==> src/rtl/audio_pkg.sv <==
package audio_pkg;

    // Register word indices (byte offset / 4)
    localparam int REG_CTRL  = 0;
    localparam int REG_STAT  = 1;
    localparam int REG_ERR   = 2;
    localparam int REG_DIV   = 3;
    localparam int REG_TXBUF = 4;
    localparam int REG_RXBUF = 5;

    // Control field positions
    localparam int CB_TX_EN    = 0;
    localparam int CB_TX_IE    = 1;
    localparam int CB_RX_EN    = 2;
    localparam int CB_RX_IE    = 3;
    localparam int CB_TX_WM    = 8;
    localparam int CB_RX_WM    = 12;
    localparam int CB_FIFO_RST = 16;
    localparam int CB_CODEC    = 17;
    localparam int WM_W        = 3;

    typedef enum logic [1:0] {
        ENG_IDLE    = 2'd0,
        ENG_BCLK_LO = 2'd1,
        ENG_BCLK_HI = 2'd2
    } eng_state_e;

endpackage

==> src/rtl/audio_sample_fifo.sv <==
module audio_sample_fifo #(
    parameter int DEPTH = 4,
    parameter int WIDTH = 32
) (
    input  logic                           clk,
    input  logic                           rst_n,
    input  logic                           clr,
    input  logic                           push,
    input  logic [WIDTH-1:0]               din,
    input  logic                           pop,
    output logic [WIDTH-1:0]               dout,
    output logic [$clog2(DEPTH+1)-1:0]     count,
    output logic                           full,
    output logic                           empty
);
    localparam int PTR_W = (DEPTH > 1) ? $clog2(DEPTH) : 1;
    localparam int CNT_W = $clog2(DEPTH + 1);

    logic [WIDTH-1:0] mem [DEPTH];
    logic [PTR_W-1:0] wr_ptr, rd_ptr;
    logic [CNT_W-1:0] count_q;
    logic do_push, do_pop;

    assign full    = (count_q == CNT_W'(DEPTH));
    assign empty   = (count_q == '0);
    assign do_push = push && !full && !clr;
    assign do_pop  = pop && !empty && !clr;
    assign count   = count_q;
    assign dout    = mem[rd_ptr];

    function automatic logic [PTR_W-1:0] wrap_inc(input logic [PTR_W-1:0] p);
        return (p == PTR_W'(DEPTH - 1)) ? '0 : p + PTR_W'(1);
    endfunction

    for (genvar i = 0; i < DEPTH; i++) begin : g_entry
        always_ff @(posedge clk) begin
            if (do_push && wr_ptr == PTR_W'(i)) mem[i] <= din;
        end
    end

    always_ff @(posedge clk or negedge rst_n) begin
        if (!rst_n) begin
            wr_ptr  <= '0;
            rd_ptr  <= '0;
            count_q <= '0;
        end else if (clr) begin
            wr_ptr  <= '0;
            rd_ptr  <= '0;
            count_q <= '0;
        end else begin
            if (do_push) wr_ptr <= wrap_inc(wr_ptr);
            if (do_pop)  rd_ptr <= wrap_inc(rd_ptr);
            unique case ({do_push, do_pop})
                2'b10:   count_q <= count_q + CNT_W'(1);
                2'b01:   count_q <= count_q - CNT_W'(1);
                default: count_q <= count_q;
            endcase
        end
    end

    // a push into a full FIFO leaves it full, never wraps
    p_no_overflow_r2: assert property (@(posedge clk) disable iff (!rst_n)
        (full && push && !pop && !clr) |=> full);

endmodule

==> src/rtl/audio_bit_engine.sv <==
module audio_bit_engine
    import audio_pkg::*;
#(
    parameter int WORD_W = 32,
    parameter int DIV_W  = 10
) (
    input  logic              clk,
    input  logic              rst_n,
    input  logic              tx_en,
    input  logic              rx_en,
    input  logic [DIV_W-1:0]  half_div,
    input  logic [WORD_W-1:0] tx_word,
    input  logic              tx_avail,
    output logic              tx_pop,
    output logic              tx_underrun,
    input  logic              ser_din,
    output logic              ser_dout,
    output logic              bclk,
    output logic              lrclk,
    output logic [WORD_W-1:0] rx_word,
    output logic              rx_push
);
    localparam int BIT_W = $clog2(WORD_W);
    localparam logic [BIT_W-1:0] LAST_BIT = BIT_W'(WORD_W - 1);

    eng_state_e state_q, state_d;
    logic [DIV_W-1:0]  cnt_q, lim;
    logic [BIT_W-1:0]  bit_q;
    logic [WORD_W-1:0] tx_sh, rx_sh;
    logic run, expire, ev_start, ev_rise, ev_fall, frame_end, load;

    assign run       = tx_en || rx_en;
    assign lim       = (half_div == '0) ? DIV_W'(1) : half_div;
    assign expire    = (cnt_q == lim - DIV_W'(1));
    assign frame_end = ev_fall && (bit_q == LAST_BIT);
    assign load      = ev_start || frame_end;

    // Next-state logic
    always_comb begin
        state_d  = state_q;
        ev_start = 1'b0;
        ev_rise  = 1'b0;
        ev_fall  = 1'b0;
        unique case (state_q)
            ENG_IDLE: begin
                if (run) begin
                    state_d  = ENG_BCLK_LO;
                    ev_start = 1'b1;
                end
            end
            ENG_BCLK_LO: begin
                if (!run) state_d = ENG_IDLE;
                else if (expire) begin
                    state_d = ENG_BCLK_HI;
                    ev_rise = 1'b1;
                end
            end
            ENG_BCLK_HI: begin
                if (!run) state_d = ENG_IDLE;
                else if (expire) begin
                    state_d = ENG_BCLK_LO;
                    ev_fall = 1'b1;
                end
            end
            default: state_d = ENG_IDLE;
        endcase
    end

    // State register
    always_ff @(posedge clk or negedge rst_n) begin
        if (!rst_n) state_q <= ENG_IDLE;
        else        state_q <= state_d;
    end

    // Datapath registers
    always_ff @(posedge clk or negedge rst_n) begin
        if (!rst_n) begin
            cnt_q <= '0;
            bit_q <= '0;
            tx_sh <= '0;
            rx_sh <= '0;
        end else begin
            if (state_d != state_q || state_q == ENG_IDLE) cnt_q <= '0;
            else                                          cnt_q <= cnt_q + DIV_W'(1);

            if (state_d == ENG_IDLE || frame_end) bit_q <= '0;
            else if (ev_fall)                     bit_q <= bit_q + BIT_W'(1);

            if (load)         tx_sh <= (tx_en && tx_avail) ? tx_word : '0;
            else if (ev_fall) tx_sh <= {tx_sh[WORD_W-2:0], 1'b0};

            if (ev_rise) rx_sh <= {rx_sh[WORD_W-2:0], ser_din};
        end
    end

    // Outputs
    always_comb begin
        tx_pop      = load && tx_en && tx_avail;
        tx_underrun = load && tx_en && !tx_avail;
        rx_push     = frame_end && rx_en;
        rx_word     = rx_sh;
        bclk        = (state_q == ENG_BCLK_HI);
        lrclk       = bit_q[BIT_W-1];
        ser_dout    = tx_sh[WORD_W-1];
    end

    // disabling both directions parks the bit clock low next cycle
    p_bclk_park_r12: assert property (@(posedge clk) disable iff (!rst_n)
        !run |=> !bclk);

    // while running, the frame clock only moves on a falling bit clock
    p_lr_on_fall_r9: assert property (@(posedge clk) disable iff (!rst_n)
        (state_q != ENG_IDLE && !$stable(lrclk)) |-> $fell(bclk));

endmodule

==> src/rtl/audio_stream_ctrl.sv <==
module audio_stream_ctrl
    import audio_pkg::*;
#(
    parameter int FIFO_DEPTH = 4,
    parameter int SAMPLE_W   = 16,
    parameter int DIV_W      = 10,
    parameter int ADDR_W     = 5,
    parameter int DIV_RESET  = 128
) (
    input  logic                  clk,
    input  logic                  rst_n,
    input  logic                  bus_wr,
    input  logic                  bus_rd,
    input  logic [ADDR_W-1:0]     bus_addr,
    input  logic [2*SAMPLE_W-1:0] bus_wdata,
    output logic [2*SAMPLE_W-1:0] bus_rdata,
    input  logic                  ser_din,
    output logic                  ser_dout,
    output logic                  bclk_o,
    output logic                  lrclk_o,
    output logic                  irq_o,
    output logic                  codec_rst_o
);
    localparam int WORD_W = 2 * SAMPLE_W;
    localparam int IDX_W  = ADDR_W - 2;
    localparam int CNT_W  = $clog2(FIFO_DEPTH + 1);
    localparam int FREE_W = 8;
    localparam logic [WORD_W-1:0] CTRL_MASK =
        WORD_W'((1 << CB_TX_EN) | (1 << CB_TX_IE) | (1 << CB_RX_EN) | (1 << CB_RX_IE) |
                (7 << CB_TX_WM) | (7 << CB_RX_WM) | (1 << CB_FIFO_RST) | (1 << CB_CODEC));

    logic [WORD_W-1:0] ctrl_q;
    logic [DIV_W-1:0]  div_q;
    logic [1:0]        err_q;
    logic [IDX_W-1:0]  idx;
    logic              unused_addr_lsb;

    logic tx_en, rx_en, fifo_rst;
    logic [WM_W-1:0] tx_wm, rx_wm;

    logic wr_ctrl, wr_err, wr_div, wr_tx, rd_rx;
    logic tx_push, tx_ovr, rx_pop, rx_udr;
    logic tx_full, tx_empty, rx_full, rx_empty;
    logic [CNT_W-1:0]  tx_count, rx_count;
    logic [WORD_W-1:0] tx_head, rx_head, rx_word;
    logic eng_pop, eng_udr, eng_frame, rx_fifo_push, rx_ovr;
    logic [FREE_W-1:0] tx_free, rx_free;
    logic tx_alert, rx_alert;

    assign idx             = bus_addr[ADDR_W-1:2];
    assign unused_addr_lsb = ^bus_addr[1:0];

    assign tx_en    = ctrl_q[CB_TX_EN];
    assign rx_en    = ctrl_q[CB_RX_EN];
    assign fifo_rst = ctrl_q[CB_FIFO_RST];
    assign tx_wm    = ctrl_q[CB_TX_WM +: WM_W];
    assign rx_wm    = ctrl_q[CB_RX_WM +: WM_W];

    // Bus decode
    assign wr_ctrl = bus_wr && idx == IDX_W'(REG_CTRL);
    assign wr_err  = bus_wr && idx == IDX_W'(REG_ERR);
    assign wr_div  = bus_wr && idx == IDX_W'(REG_DIV);
    assign wr_tx   = bus_wr && idx == IDX_W'(REG_TXBUF);
    assign rd_rx   = bus_rd && idx == IDX_W'(REG_RXBUF);

    assign tx_push = wr_tx && !fifo_rst && !tx_full;
    assign tx_ovr  = wr_tx && !fifo_rst && tx_full;
    assign rx_pop  = rd_rx && !rx_empty;
    assign rx_udr  = rd_rx && rx_empty;

    assign rx_fifo_push = eng_frame && !rx_full;
    assign rx_ovr       = eng_frame && rx_full;

    // Watermark comparisons on free space
    assign tx_free  = FREE_W'(FIFO_DEPTH) - FREE_W'(tx_count);
    assign rx_free  = FREE_W'(FIFO_DEPTH) - FREE_W'(rx_count);
    assign tx_alert = tx_free > FREE_W'(tx_wm);
    assign rx_alert = rx_free < FREE_W'(rx_wm);

    always_ff @(posedge clk or negedge rst_n) begin
        if (!rst_n) begin
            ctrl_q <= '0;
            div_q  <= DIV_W'(DIV_RESET);
            err_q  <= '0;
        end else begin
            if (wr_ctrl) ctrl_q <= bus_wdata & CTRL_MASK;
            if (wr_div)  div_q  <= bus_wdata[DIV_W-1:0];
            err_q[0] <= (err_q[0] && !(wr_err && bus_wdata[0])) || tx_ovr || eng_udr;
            err_q[1] <= (err_q[1] && !(wr_err && bus_wdata[1])) || rx_udr || rx_ovr;
        end
    end

    always_comb begin
        bus_rdata = '0;
        unique case (idx)
            IDX_W'(REG_CTRL):  bus_rdata = ctrl_q;
            IDX_W'(REG_STAT):  bus_rdata = WORD_W'({rx_full, rx_empty, tx_full, tx_empty,
                                                    rx_alert, tx_alert});
            IDX_W'(REG_ERR):   bus_rdata = WORD_W'(err_q);
            IDX_W'(REG_DIV):   bus_rdata = WORD_W'(div_q);
            IDX_W'(REG_RXBUF): bus_rdata = rx_empty ? '0 : rx_head;
            default:           bus_rdata = '0;
        endcase
    end

    assign irq_o       = (tx_alert && ctrl_q[CB_TX_IE]) || (rx_alert && ctrl_q[CB_RX_IE]);
    assign codec_rst_o = ctrl_q[CB_CODEC];

    audio_sample_fifo #(.DEPTH(FIFO_DEPTH), .WIDTH(WORD_W)) u_tx_fifo (
        .clk(clk), .rst_n(rst_n), .clr(fifo_rst),
        .push(tx_push), .din(bus_wdata), .pop(eng_pop),
        .dout(tx_head), .count(tx_count), .full(tx_full), .empty(tx_empty)
    );

    audio_sample_fifo #(.DEPTH(FIFO_DEPTH), .WIDTH(WORD_W)) u_rx_fifo (
        .clk(clk), .rst_n(rst_n), .clr(fifo_rst),
        .push(rx_fifo_push), .din(rx_word), .pop(rx_pop),
        .dout(rx_head), .count(rx_count), .full(rx_full), .empty(rx_empty)
    );

    audio_bit_engine #(.WORD_W(WORD_W), .DIV_W(DIV_W)) u_engine (
        .clk(clk), .rst_n(rst_n), .tx_en(tx_en), .rx_en(rx_en),
        .half_div(div_q), .tx_word(tx_head), .tx_avail(!tx_empty),
        .tx_pop(eng_pop), .tx_underrun(eng_udr),
        .ser_din(ser_din), .ser_dout(ser_dout),
        .bclk(bclk_o), .lrclk(lrclk_o),
        .rx_word(rx_word), .rx_push(eng_frame)
    );

    // error flags hold until written with one at the error offset
    p_err_sticky_r6: assert property (@(posedge clk) disable iff (!rst_n)
        (err_q[1] && !(wr_err && bus_wdata[1])) |=> err_q[1]);

    // a transmit frame started on an empty FIFO flags bit 0
    p_underrun_flag_r7: assert property (@(posedge clk) disable iff (!rst_n)
        eng_udr |=> err_q[0]);

    // a completed frame into a full receive FIFO leaves occupancy unchanged
    p_overrun_drop_r8: assert property (@(posedge clk) disable iff (!rst_n)
        (eng_frame && rx_full && !rx_pop && !fifo_rst) |=> (rx_count == $past(rx_count)));

    // FIFO hold keeps the transmit FIFO empty
    p_fifo_hold_r11: assert property (@(posedge clk) disable iff (!rst_n)
        fifo_rst |=> tx_empty);

endmodule

==> config.mk <==
export PLATFORM = sky130hd
export DESIGN_NAME = audio_stream_ctrl
export DESIGN_NICKNAME = d
export VERILOG_FILES = /design/src/rtl/audio_pkg.sv /design/src/rtl/audio_sample_fifo.sv /design/src/rtl/audio_bit_engine.sv /design/src/rtl/audio_stream_ctrl.sv
export SDC_FILE = /design/constraint.sdc
export NUM_CORES = 1
export LEC_CHECK = 0
export BUFFER_PORTS_ARGS = -buffer_cell sky130_fd_sc_hd__buf_4
export CORE_AREA = 2 2 160 162
export DETAILED_ROUTE_END_ITERATION = 8
export DIE_AREA = 0 0 162 164
export PLACE_DENSITY = 0.82
export SLEW_MARGIN = 20
export SYNTH_ARGS = -nofsm -noshare
export SYNTH_HDL_FRONTEND = slang
export SYNTH_SLANG_ARGS = --single-unit
export TNS_END_PERCENT = 20
==> constraint.sdc <==
create_clock -name clk -period 8.45 [get_ports clk]
set_input_delay 0.4225 -clock clk [delete_from_list [all_inputs] [get_ports clk]]
set_output_delay 0.4225 -clock clk [all_outputs]
set_load 0.005 [all_outputs]
# Word level (Yosys, flattened, before mapping)
# Memory sizes are Yosys's and may differ from the RTL's.
# Index checks and enable logic that the tools add are counted.
# word_totals
ff_bits	119
ramBits	256
out_inout_bits	37
n_memories	2
# mem_list
memory	words	word_bits	read_ports	rd_ports_with_merged_regs	wr	line	rtl
u_rx_fifo.mem	4	32	1	0	1	audio_sample_fifo.sv:19	logic [WIDTH-1:0] mem [DEPTH];
u_tx_fifo.mem	4	32	1	0	1	audio_sample_fifo.sv:19	
# classes
add_sub_neg	13
n_lt_le_gt_ge	2
eq_ne	24
n_mux	71
reduce_logical	78
# op_table
op	n
$mux W32	10
$reduce_or A32 Y1	6
$pmux W32 S5	1
$mux W2	23
$logic_and A1 B1 Y1	40
$mux W1	28
$mux W10	2
$eq A2 B2 Y1 const B	9
$eq A3 B3 Y1 const B	4
$pmux W3 S2	2
$reduce_bool A2 Y1	6
$add A10 B1 Y10 const B	1
$eq A10 B10 Y1	1
$eq A2 B1 Y1 const B	5
$logic_not A10 Y1	1
$mux W5	2
$sub A10 B1 Y10 const B	1
$logic_not A3 Y1	3
$logic_or A1 B1 Y1	9
$add A2 B1 Y2 const B	4
$gt A8 B3 Y1	1
$logic_not A2 Y1	4
$lt A8 B3 Y1	1
$sub A3 B3 Y4 const A	2
11 further kinds	22

# Depth between registers and ports, before layout
# depth
word_depth	19
ltp_mapped	15
ltp_nobuf	14

# Modules after synthesis
# From an unflattened synthesis, not the netlist that was laid out.
# unflattened
cells_unflattened	1017
area_unflattened_um2	16313.1
# by_module_without_submodules
mod	n_inst	cells_each	area_each_um2
audio_sample_fifo (u_tx_fifo)	1	236	5258.8
audio_sample_fifo (u_rx_fifo)	1	236	5247.5
audio_bit_engine	1	365	4116.4
audio_stream_ctrl	1	180	1690.4

# Least setup slack after synthesis
# No wires, ideal clock.
# synth_path
path_type	reg-to-reg
from	register div_q[3]
to	register u_rx_fifo.count_q[2], in the netlist u_rx_fifo.count[2]
setup_ns	0.128
t_arrival_ns	4.000
required_ns	8.322
path_slack_ns	4.323
stages_incl_launch_ff	15
path_buffers	1
period_less_slack_ns	4.127
cell_sequence	dfrtp_1 clkbuf_1 nor4_1 a31oi_1 ha_1 or4b_4 or4_1 o2111a_2 a22o_1 nor4_4 nor3_1 fa_1 and2_1 mux2i_1 mux2_1
# synth_between
elab_chain_cells	15
# synth_rtl
item	line	rtl
start: declaration	audio_stream_ctrl.sv:33	logic [DIV_W-1:0] div_q;
start signal: assignment	audio_stream_ctrl.sv:83	div_q <= DIV_W'(DIV_RESET);
start signal: assignment	audio_stream_ctrl.sv:87	if (wr_div) div_q <= bus_wdata[DIV_W-1:0];
$logic_not A10 Y1	audio_bit_engine.sv:33	assign lim = (half_div == '0) ? DIV_W'(1) : half_div;
$mux W10 *	audio_bit_engine.sv:33	
$sub A10 B1 Y10 *	audio_bit_engine.sv:34	assign expire = (cnt_q == lim - DIV_W'(1));
$eq A10 B10 Y1 *	audio_bit_engine.sv:34	
$mux W1 *	audio_bit_engine.sv:60	else if (expire) begin
$mux W1 *	-	
$mux W1 *	audio_bit_engine.sv:44	unique case (state_q)
$logic_and A1 B1 Y1 *	audio_bit_engine.sv:35	assign frame_end = ev_fall && (bit_q == LAST_BIT);
$logic_and A1 B1 Y1 *	audio_bit_engine.sv:100	rx_push = frame_end && rx_en;
$logic_and A1 B1 Y1 *	audio_stream_ctrl.sv:71	assign rx_fifo_push = eng_frame && !rx_full;
$logic_and A1 B1 Y1 * (2 in a row)	audio_sample_fifo.sv:26	assign do_push = push && !full && !clr;
$eq A2 B1 Y1 / $eq A2 B2 Y1 (equally long branches)	audio_sample_fifo.sv:53	unique case ({do_push, do_pop})
$pmux W3 S2	audio_sample_fifo.sv:53	
$mux W3	audio_sample_fifo.sv:46	end else if (clr) begin
end signal: assignment	audio_sample_fifo.sv:54	2'b10: count_q <= count_q + CNT_W'(1);
end signal: assignment	audio_sample_fifo.sv:55	2'b01: count_q <= count_q - CNT_W'(1);
end signal: assignment	audio_sample_fifo.sv:56	default: count_q <= count_q;
end: declaration	audio_sample_fifo.sv:21	logic [CNT_W-1:0] count_q;
# Mark *: on every way between the ends. The rest lies on a longest branch, timed or not.
# A chain may end at the register's enable or synchronous reset.

# Worst setup path in the final report
# layout_path
from	register div_q[7]
to	register u_rx_fifo.count_q[2], in the netlist u_rx_fifo.count[2]
# The elaborated chain is that of the path after synthesis.

==> summary.md <==
| Metric | Value |
|---|---|
| Outcome | `completed` |
| Crit path cell chain | `nor4_4 > a31oi_1 > ha_1 > or4b_4 > or4_1 > o2111a_2 > a22o_1 > nor4_4 > nor3_1 > fa_1 > and2_1 > mux2i_1 > mux2_1` |
| Slowest stage delay, CP | `0.63 ns` |
| Post-synth EDFFs | `256` |
| Core area | `24800 µm²` |
| Final wirelength | `31100 µm` |
| Min-delay worst type | `input port to flop` |
| R2r worst-path depth | `13` |
| Skew-Pair Late Insertion Delay | `0.52 ns` |
| Global-route wire length before repair | `49400 µm` |
| Compound-Gate Fraction of Synth Area | `6.82%` |
| Share of flip-flops with an asynchronous set or reset | `31.7%` |
| Largest net degree at the start of global routing | `69` |
| Die area | `26600 µm²` |
| Worst Path Required | `8.85 ns` |
| Peak VDD IR | `0.179 mV` |
| Reg2reg end | `u_rx_fifo.count[2]$_DFFE_PN0P_` |
| Leading cell type in the layout, fill and taps excluded | `edfxtp_1` |
| Seq/Total Area, Yosys | `67.6%` |
| Worst setup EP type | `flop` |
| WL per Instance | `22.6 µm` |
| CTS buffer count | `38` |
| Clock tree buffer depth | `3` |
| Worst path slowest cell | `dfstp_2` |
| Iter 0 DRT Violations | `697` |
| PD cells | `227 nW/µm²` |
| Mux share of post-synthesis cell area | `13.7%` |
| WP buf/inv | `0` |
| Fmax | `221 MHz` |
| Max-cap violations | `0` |
| Most frequent CP cell | `nor4_4` |
| Root Driver | `clkbuf_16` |
| Vias in the first global route | `8874` |
| Largest family of logic cells by synthesized area | `multiplexers` |
| Final Util | `71.9%` |
| CP Launch Type | `flop` |
| Yosys Warn Count | `0` |
| Worst slew pin tran | `0.941 ns` |
| Crit path max-delay family | `simple AND/OR/NAND/NOR gates` |
| Mapped Nets | `1003` |
| Crit path to | `u_rx_fifo.count[2]$_DFFE_PN0P_` |
| Post-synthesis cell type count | `71` |
| DP HPWL | `18500 µm` |
| Final hold vios | `0` |
| Pleak | `0.00647 µW` |
| Htree depth | `2` |
| Area share of xor/xnor cells in the synthesized design | `1.10%` |
| Clk_skew | `0.0204 ns` |
| Post-Syn Instances | `934` |
| Clock slew seen by the registers of the worst setup and hold paths | `0.06 ns` |
| Worst flop-to-flop path startpoint | `div_q[7]$_DFFE_PN1P_` |
| Data arrival, critical path | `4.92 ns` |
| DRC | `0` |
| Total power draw | `4060 µW` |
| Most frequent cells in the layout | `edfxtp_1 (256), dfrtp_1 (116), buf_4 (95)` |
| Seq cells post-synth | `375` |
| Global route total overflow | `0` |
| Chip height | `164 µm` |
| Die Width | `162 µm` |
| Ys flop type | `edfxtp_1` |
| Antenna cells | `0` |
| Via count | `8650` |
| Crit Path Category | `flop to flop` |
| Fin crit share | `53.5%` |
| Rows | `58` |
| CTS sink count | `375` |
| Rel. slew slack | `37.3%` |
| Initial Util | `63.5%` |
| Initial antenna violation count | `0` |
| P&R area growth vs syn | `13.1%` |
| Unrepaired setup endpoints after global routing | `false` |
| Synth Cell Area | `15800 µm²` |
| Number of nets in the layout | `1086` |
| FF-to-FF setup slack | `3.93 ns` |
| Crit-path max FO | `7` |
| Final worst path period need | `4.52 ns` |
| I/O pin cnt | `79` |
| Simple-gate share of the synthesized area | `6.19%` |
| Synth area leader | `edfxtp_1` |
| # fillers | `1537` |
| Stages on worst setup path | `13` |
| Port-buffer cells | `76` |
| Synth area leaders | `edfxtp_1 (49%), dfrtp_1 (19%), mux4_2 (9.4%)` |
| Share of layout cells above drive strength 1 | `27.9%` |
| DRT Pass-1 Iters | `6` |
| Final setup viols | `0` |
| Critical path launch point | `div_q[7]$_DFFE_PN1P_` |
| Post-route setup TNS | `0 ns` |
| Post-Synth Adder-Cell Area | `2.24%` |
| Count of pins over their slew limit | `0` |
| RePlAce Congestion | `0.820` |
| Post-synth top area share | `48.7%` |
| TritonCTS clock tree | `yes` |
| Syn_area_per_cell | `16.9 µm²` |
| GRT Util Overall | `24.3%` |
| Remaining antenna violation count after routing | `0` |
| DR vias/cell | `6.29` |
## final cells by class
cell class / count / area (µm²) / share of cell area, %
Sequential cell: 375 / 10700 / 59.8
Multi-Input combinational cell: 479 / 4770 / 26.7
Clock buffer: 55 / 1050 / 5.91
Timing Repair Buffer: 96 / 723 / 4.05
Tap cell: 330 / 413 / 2.31
Clock inverter: 14 / 110 / 0.617
Inverter: 27 / 101 / 0.568
## state kept, by name, indices dropped and copies added (netlist names), 3 cells and up
signal / flops
u_engine.bit_q: 5
u_rx_fifo.mem: 128
u_engine.tx_sh: 32
u_tx_fifo.count: 3
u_rx_fifo.count: 3
u_tx_fifo.mem: 128
div_q: 10
ctrl_q: 12
u_engine.cnt_q: 10
u_engine.rx_word: 32
## cell usage after synthesis, types with 3 or more instances
library cell / n
mux2_2: 53
a21oi_1: 12
a31oi_1: 3
a22o_1: 15
inv_1: 27
mux4_2: 66
nand2_1: 22
a21boi_0: 32
ha_1: 25
xor2_1: 10
or3_1: 4
and2_1: 28
o21a_1: 4
buf_1: 4
clkbuf_1: 41
a221o_1: 32
nand3_1: 19
nor4_1: 6
buf_4: 4
xnor2_1: 8
nor2_1: 42
dfrtp_1: 118
o21ai_0: 14
and3_1: 4
mux2_1: 3
mux2i_1: 5
or4_1: 3
nor3_1: 7
nand2b_1: 6
nand4_1: 7
edfxtp_1: 256
## stage by stage
stage               hold slack, ns  worst slack, ns  instances  area (µm²)
floorplan                    0.127             4.32        934       15800
global placement             0.487             4.00       1306       16700
detailed placement           0.499             3.95       1306       16700
CTS                         0.0881             3.93       1376       17800
global route                0.0847             3.73       1376       17800
finish                       0.102             3.93       1376       17800
## power breakdown
group	leakage, µW	internal, µW	switching (µW)	total [µW]
logic	0.00206	177	197	375
clock network	0.000575	902	666	1570
registers	0.00383	2030	82.9	2110
## cells by family (layout without fill, tap and decap cells)
| kind of cell | Yosys count | after routing |
|---|---|---|
| xor+xnor | 19 | 19 |
| simple gates | 171 | 171 |
| compound gates | 135 | 135 |
| mux | 127 | 127 |
| fa+ha+maj | 27 | 27 |
| buf+inv | 80 | 192 |
| flops | 375 | 375 |
## routing by layer
layer  global-route usage, %  share of wire (%)  vias up
li1                        -                  -     3834
met3                    3.74                5.4       65
met4                    7.12                2.3        0
met5                       0                  0        -
met1                    32.4                 40     4460
met2                    42.1                 53      291
## worst min path at each step
stage                                   from                             end  slack, ns  cells past startpoint
2_1_floorplan                          rst_n           ctrl_q[0]$_DFFE_PN0P_       0.13                      0
3_3_place_gp              err_q[1]$_DFF_PN0_              err_q[1]$_DFF_PN0_       0.49                      2
3_5_place_dp   u_engine.tx_sh[6]$_DFFE_PN0P_   u_engine.tx_sh[7]$_DFFE_PN0P_       0.50                      1
4_1_cts                        bus_wdata[22]  u_tx_fifo.mem[1][22]$_DFFE_PP_       0.09                      1
5_1_grt                        bus_wdata[22]  u_tx_fifo.mem[1][22]$_DFFE_PP_       0.08                      1
6_report                       bus_wdata[30]  u_tx_fifo.mem[1][30]$_DFFE_PP_       0.10                      1
## what timing repair did
action	CTS	global route
hold endpoints to repair	23	0
buffers inserted	0	0
gates resized for setup	0	0
hold buffers	1	0
No activity file was read; power rests on OpenSTA's default activity.
